## src/rtl/prio_irq_pkg.sv

```systemverilog
package prio_irq_pkg;
  localparam int unsigned DEF_LINES = 32;
  localparam int unsigned DEF_LVL_W = 3;

  // default assignment: line i sits at level (i mod 7) + 1
  function automatic logic [DEF_LINES*DEF_LVL_W-1:0] default_levels();
    logic [DEF_LINES*DEF_LVL_W-1:0] v;
    v = '0;
    for (int i = 0; i < int'(DEF_LINES); i++) begin
      v[i*DEF_LVL_W +: DEF_LVL_W] = DEF_LVL_W'((i % 7) + 1);
    end
    return v;
  endfunction
endpackage

```

## src/rtl/prio_irq_timer_map.sv

```systemverilog
module prio_irq_timer_map #(
  parameter int unsigned NUM_LINES  = 32,
  parameter int unsigned NUM_TIMERS = 2,
  parameter int unsigned IDX_W      = 5,
  parameter logic [NUM_TIMERS*IDX_W-1:0] TIMER_LINE = '0
) (
  input  logic [NUM_TIMERS-1:0] hit_i,
  output logic [NUM_LINES-1:0]  line_o
);
  always_comb begin
    line_o = '0;
    for (int t = 0; t < int'(NUM_TIMERS); t++) begin
      if (hit_i[t]) line_o[TIMER_LINE[t*IDX_W +: IDX_W]] = 1'b1;
    end
  end
endmodule

```

## src/rtl/prio_irq_pending.sv

```systemverilog
module prio_irq_pending #(
  parameter int unsigned NUM_LINES  = 32,
  parameter int unsigned NUM_ACTIVE = 32,
  parameter logic [NUM_LINES-1:0] EDGE_MASK = '0
) (
  input  logic                 clk_i,
  input  logic                 rst_ni,
  input  logic [NUM_LINES-1:0] req_i,
  input  logic [NUM_LINES-1:0] clr_i,
  output logic [NUM_LINES-1:0] pend_o
);
  for (genvar i = 0; i < int'(NUM_LINES); i++) begin : g_line
    localparam bit IS_ACT  = (i < int'(NUM_ACTIVE));
    localparam bit IS_EDGE = EDGE_MASK[i];
    logic nxt;
    // request wins over clear; level lines follow the input
    assign nxt = IS_ACT && (req_i[i] || (IS_EDGE && pend_o[i] && !clr_i[i]));
    always_ff @(posedge clk_i or negedge rst_ni) begin
      if (!rst_ni) pend_o[i] <= 1'b0;
      else         pend_o[i] <= nxt;
    end
  end
endmodule

```

## src/rtl/prio_irq_resolve.sv

```systemverilog
module prio_irq_resolve #(
  parameter int unsigned NUM_LINES = 32,
  parameter int unsigned MAX_LEVEL = 7,
  parameter int unsigned NMI_LEVEL = 7,
  parameter int unsigned LVL_W     = 3,
  parameter logic [NUM_LINES*LVL_W-1:0] LINE_LEVEL = '0
) (
  input  logic [NUM_LINES-1:0] pend_i,
  input  logic [NUM_LINES-1:0] en_i,
  input  logic [LVL_W-1:0]     cur_level_i,
  output logic [LVL_W-1:0]     level_o
);
  localparam logic [LVL_W-1:0] NMI_L = LVL_W'(NMI_LEVEL);

  logic [NUM_LINES-1:0] lvl_mask [1:MAX_LEVEL];
  logic [NUM_LINES-1:0] nmi_mask;
  logic [NUM_LINES-1:0] elig;
  logic [LVL_W-1:0]     thr;

  for (genvar l = 1; l <= int'(MAX_LEVEL); l++) begin : g_lvl
    for (genvar i = 0; i < int'(NUM_LINES); i++) begin : g_bit
      assign lvl_mask[l][i] = (LINE_LEVEL[i*LVL_W +: LVL_W] == LVL_W'(l));
    end
  end

  if (NMI_LEVEL >= 1 && NMI_LEVEL <= MAX_LEVEL) begin : g_nmi
    assign nmi_mask = lvl_mask[NMI_LEVEL];
  end else begin : g_no_nmi
    assign nmi_mask = '0;
  end

  assign elig = pend_i & (en_i | nmi_mask);
  assign thr  = (cur_level_i >= NMI_L) ? NMI_L - 1'b1 : cur_level_i;

  // ascending scan, last hit is the highest qualifying level
  always_comb begin
    level_o = '0;
    for (int l = 1; l <= int'(MAX_LEVEL); l++) begin
      if (LVL_W'(l) > thr && |(lvl_mask[l] & elig)) level_o = LVL_W'(l);
    end
  end
endmodule

```

## src/rtl/prio_irq_ctrl.sv

```systemverilog
module prio_irq_ctrl #(
  parameter int unsigned NUM_LINES  = 32,
  parameter int unsigned NUM_ACTIVE = 24,
  parameter int unsigned MAX_LEVEL  = 7,
  parameter int unsigned NMI_LEVEL  = 7,
  parameter int unsigned NUM_TIMERS = 2,
  parameter int unsigned LVL_W      = $clog2(MAX_LEVEL + 1),
  parameter int unsigned IDX_W      = $clog2(NUM_LINES),
  parameter logic [NUM_LINES*LVL_W-1:0]  LINE_LEVEL = prio_irq_pkg::default_levels(),
  parameter logic [NUM_LINES-1:0]        EDGE_MASK  = 32'hF0F0_F0F0,
  parameter logic [NUM_TIMERS*IDX_W-1:0] TIMER_LINE = {5'd12, 5'd5}
) (
  input  logic                  clk_i,
  input  logic                  rst_ni,
  input  logic [NUM_LINES-1:0]  irq_req_i,
  input  logic [NUM_TIMERS-1:0] timer_hit_i,
  input  logic                  en_we_i,
  input  logic [NUM_LINES-1:0]  en_wdata_i,
  input  logic [NUM_LINES-1:0]  edge_clr_i,
  input  logic [LVL_W-1:0]      cur_level_i,
  output logic [LVL_W-1:0]      irq_level_o,
  output logic                  irq_o
);
  logic [NUM_LINES-1:0] timer_lines;
  logic [NUM_LINES-1:0] req_all;
  logic [NUM_LINES-1:0] pend_q;
  logic [NUM_LINES-1:0] en_q;

  prio_irq_timer_map #(
    .NUM_LINES(NUM_LINES), .NUM_TIMERS(NUM_TIMERS),
    .IDX_W(IDX_W), .TIMER_LINE(TIMER_LINE)
  ) u_tmap (
    .hit_i(timer_hit_i), .line_o(timer_lines)
  );

  assign req_all = irq_req_i | timer_lines;

  prio_irq_pending #(
    .NUM_LINES(NUM_LINES), .NUM_ACTIVE(NUM_ACTIVE), .EDGE_MASK(EDGE_MASK)
  ) u_pend (
    .clk_i(clk_i), .rst_ni(rst_ni),
    .req_i(req_all), .clr_i(edge_clr_i), .pend_o(pend_q)
  );

  always_ff @(posedge clk_i or negedge rst_ni) begin
    if (!rst_ni)      en_q <= '0;
    else if (en_we_i) en_q <= en_wdata_i;
  end

  prio_irq_resolve #(
    .NUM_LINES(NUM_LINES), .MAX_LEVEL(MAX_LEVEL), .NMI_LEVEL(NMI_LEVEL),
    .LVL_W(LVL_W), .LINE_LEVEL(LINE_LEVEL)
  ) u_res (
    .pend_i(pend_q), .en_i(en_q), .cur_level_i(cur_level_i),
    .level_o(irq_level_o)
  );

  assign irq_o = |irq_level_o;
endmodule

```

## config.mk

```make
export PLATFORM = sky130hd
export DESIGN_NAME = prio_irq_ctrl
export DESIGN_NICKNAME = d
export VERILOG_FILES = /design/src/rtl/prio_irq_pkg.sv /design/src/rtl/prio_irq_timer_map.sv /design/src/rtl/prio_irq_pending.sv /design/src/rtl/prio_irq_resolve.sv /design/src/rtl/prio_irq_ctrl.sv
export SDC_FILE = /design/constraint.sdc
export NUM_CORES = 1
export LEC_CHECK = 0
export BUFFER_PORTS_ARGS = -buffer_cell sky130_fd_sc_hd__buf_2
export CORE_MARGIN = 10
export CORE_UTILIZATION = 53
export DETAILED_ROUTE_END_ITERATION = 12
export GPL_ROUTABILITY_DRIVEN = 0
export HOLD_SLACK_MARGIN = 0.08
export PLACE_DENSITY_LB_ADDON = 0.12
export SLEW_MARGIN = 25
export SYNTH_ARGS = -nofsm -noshare
export SYNTH_HDL_FRONTEND = slang
export SYNTH_HIERARCHICAL = 1
export SYNTH_SLANG_ARGS = --single-unit
```

## constraint.sdc

```tcl
create_clock -name clk_i -period 4.3 [get_ports clk_i]
set_clock_uncertainty 0.05 [all_clocks]
set_input_delay 1.29 -clock clk_i [delete_from_list [all_inputs] [get_ports clk_i]]
set_output_delay 1.29 -clock clk_i [all_outputs]
set_load 0.05 [all_outputs]
```

==> flow_metrics.py <==
metrics = {
    "floorplanning": {
        "core_area_um2": 4723,
        "placementRows": 25,
        "start_util_pct": 54.41,
        "die_y_um": 89.64,
        "dieArea_um2": 8034,
        "num_io_pins": 108,
        "die_w_um": 89.64,
    },
    "clock_tree": {
        "clk_pin_slew_worst_paths_ns": 0.08,
        "clkLatencyLatePin_ns": 0.30,
        "clock_path_buffers": 2,
        "cts_tree": "built",
        "numCtsBuffers": 5,
        "htree_num_levels": 2,
        "postCtsSetupBuffers": 0,
        "clockRootBuffer": "clkbuf_8",
        "post_cts_resized": 0,
        "clock-sinks": 52,
        "cts-hold-fix-buffers": 0,
    },
    "run_status": {
        "status": "finished, final reports clean",
    },
    "worst_hold_path": {
        "hold_path_class": "reg -> reg",
    },
    "critical_path": {
        "required_ns": 2.96,
        "worstSetupPathType": "in -> out",
        "cp.arrival_ns": 2.64,
        "worst-path-max-fanout": 6,
        "ff2ff_setup_slack_ns": 3.45,
        "startpoint_type": "input pin",
        "end_kind": "output port",
    },
    "timing": {
        "tns_ns": 0,
        "slew_headroom_pct": 40.99,
        "hold_viol": 0,
        "rsz0062_at_grt": "no",
        "timing.final.crit_period_ns": 3.977,
        "slew_violations": 0,
        "worstMarginPinSlew_ns": 0.8851,
        "fmax_mhz": 251.5,
        "finalCritPeriodShare_pct": 92.48,
        "setup_viol": 0,
    },
    "job": {
        "maxCapViolCount": 0,
    },
    "layout": {
        "drive_above_1_share_pct": 50.91,
        "area_growth_pct": 15.14,
        "fillers": 402,
        "antenna_cells": 0,
        "nets": 378,
        "stdcell_count": 342,
    },
    "route": {
        "vias": 1514,
        "dr.pass1.iters": 5,
        "wl_per_cell_um": 13.51,
        "viasPerCell": 4.427,
        "drt_iter0_drc": 81,
        "antenna_left": 0,
        "drc": 0,
        "drt-total-wl_um": 4621,
    },
    "yosys": {
        "syn-cell-area_um2": 2570,
        "netlist_instances": 199,
        "syn_area_per_cell_um2": 12.91,
        "yosysWarnings": 6,
    },
    "pwr": {
        "peakVddDrop_mv": 0.1621,
        "p_leak_nw": 1.470,
        "power_density_nw_per_um2": 342.7,
    },
    "global_routing": {
        "track_usage_pct": 12.57,
        "grt_max_degree": 33,
        "grt_pass1_vias": 1685,
        "grt_pass1_wl_um": 7790,
        "antenna_found_initial": 0,
        "grt.overflow.total": 0,
    },
    "placement": {
        "hpwl_um": 3645,
        "port_buffers": 75,
        "numPlacedInstances": 334,
    },
}
-- sequential cells by signal, summed over array words and instances, names as in the netlist --
| name | flops |
|---|---|
| u_pend/pend_o | 24 |
| en_q | 28 |
-- cells in the final DEF (no fill, tap or decap), types with 5 or more instances in the layout --
master / n
inv_1: 12
clkbuf_8: 5
a21o_1: 12
conb_1: 30
or2_2: 24
dfrtp_1: 52
mux2_4: 26
buf_2: 75
-- worst max-delay path, stage by stage --
cell      delay [ns]
buf_2           0.13
a221oi_1        0.36
a31oi_1         0.13
o311ai_4        0.33
or3_1           0.14
buf_2           0.26
-- path summary, 6_finish.rpt --
check / from / end / depth (start not counted)
worst min-delay path: u_pend/pend_o[12] / u_pend/pend_o[12] / 1
max in group asynchronous: rst_ni / en_q[1] / 2
worst min register to register: u_pend/pend_o[12] / u_pend/pend_o[12] / 1
worst max-delay path: cur_level_i[1] / irq_o / 6
worst max register to register: en_q[19] / en_q[19] / 1
min in group asynchronous: rst_ni / en_q[25] / 1
-- through the flow --
step / power [mW] / utilization [%] / hold slack (ns) / area, um2 / setup slack, ns
finish: 1.014 / 62.65 / 0.4396 / 2959 / 0.3232
CTS: 1.029 / 62.65 / 0.4454 / 2959 / 0.3235
global route: 1.070 / 62.65 / 0.4572 / 2959 / 0.1780
global placement: 0.6938 / 60.29 / 0.4140 / 2848 / 0.3387
detailed placement: 0.6982 / 60.29 / 0.4180 / 2848 / 0.3260
floorplan: 0.6666 / - / 0.3988 / 2693 / 0.01618
-- layout make-up --
class                   count  area [um2]  area share, %
well taps                  67       83.83          2.833
multi-input cells         127        1035          34.97
flip-flops and latches     52        1301          43.97
clock buffers               5       68.82          2.326
clock inverters             3       42.54          1.438
inverters                  12       45.04          1.522
repair buffers             76       382.9          12.94
-- per-layer routing --
metal  part of all wire (%)  routed length [um]  track usage, %  up-vias
met5                      0                   0               0        -
met2                     46                2132           19.46       52
met1                     43                1964           15.56      693
met4                    1.2                  54           5.202        0
li1                       -                   -               -      764
met3                     10                 470           4.513        5
-- where the power goes --
group / switching, mW / leakage, nW / internal, mW
registers: 0.0216 / 0.566 / 0.526
clock network: 0.155 / 0.0541 / 0.172
logic: 0.0531 / 0.849 / 0.0863
No activity file was read; power rests on OpenSTA's default activity.
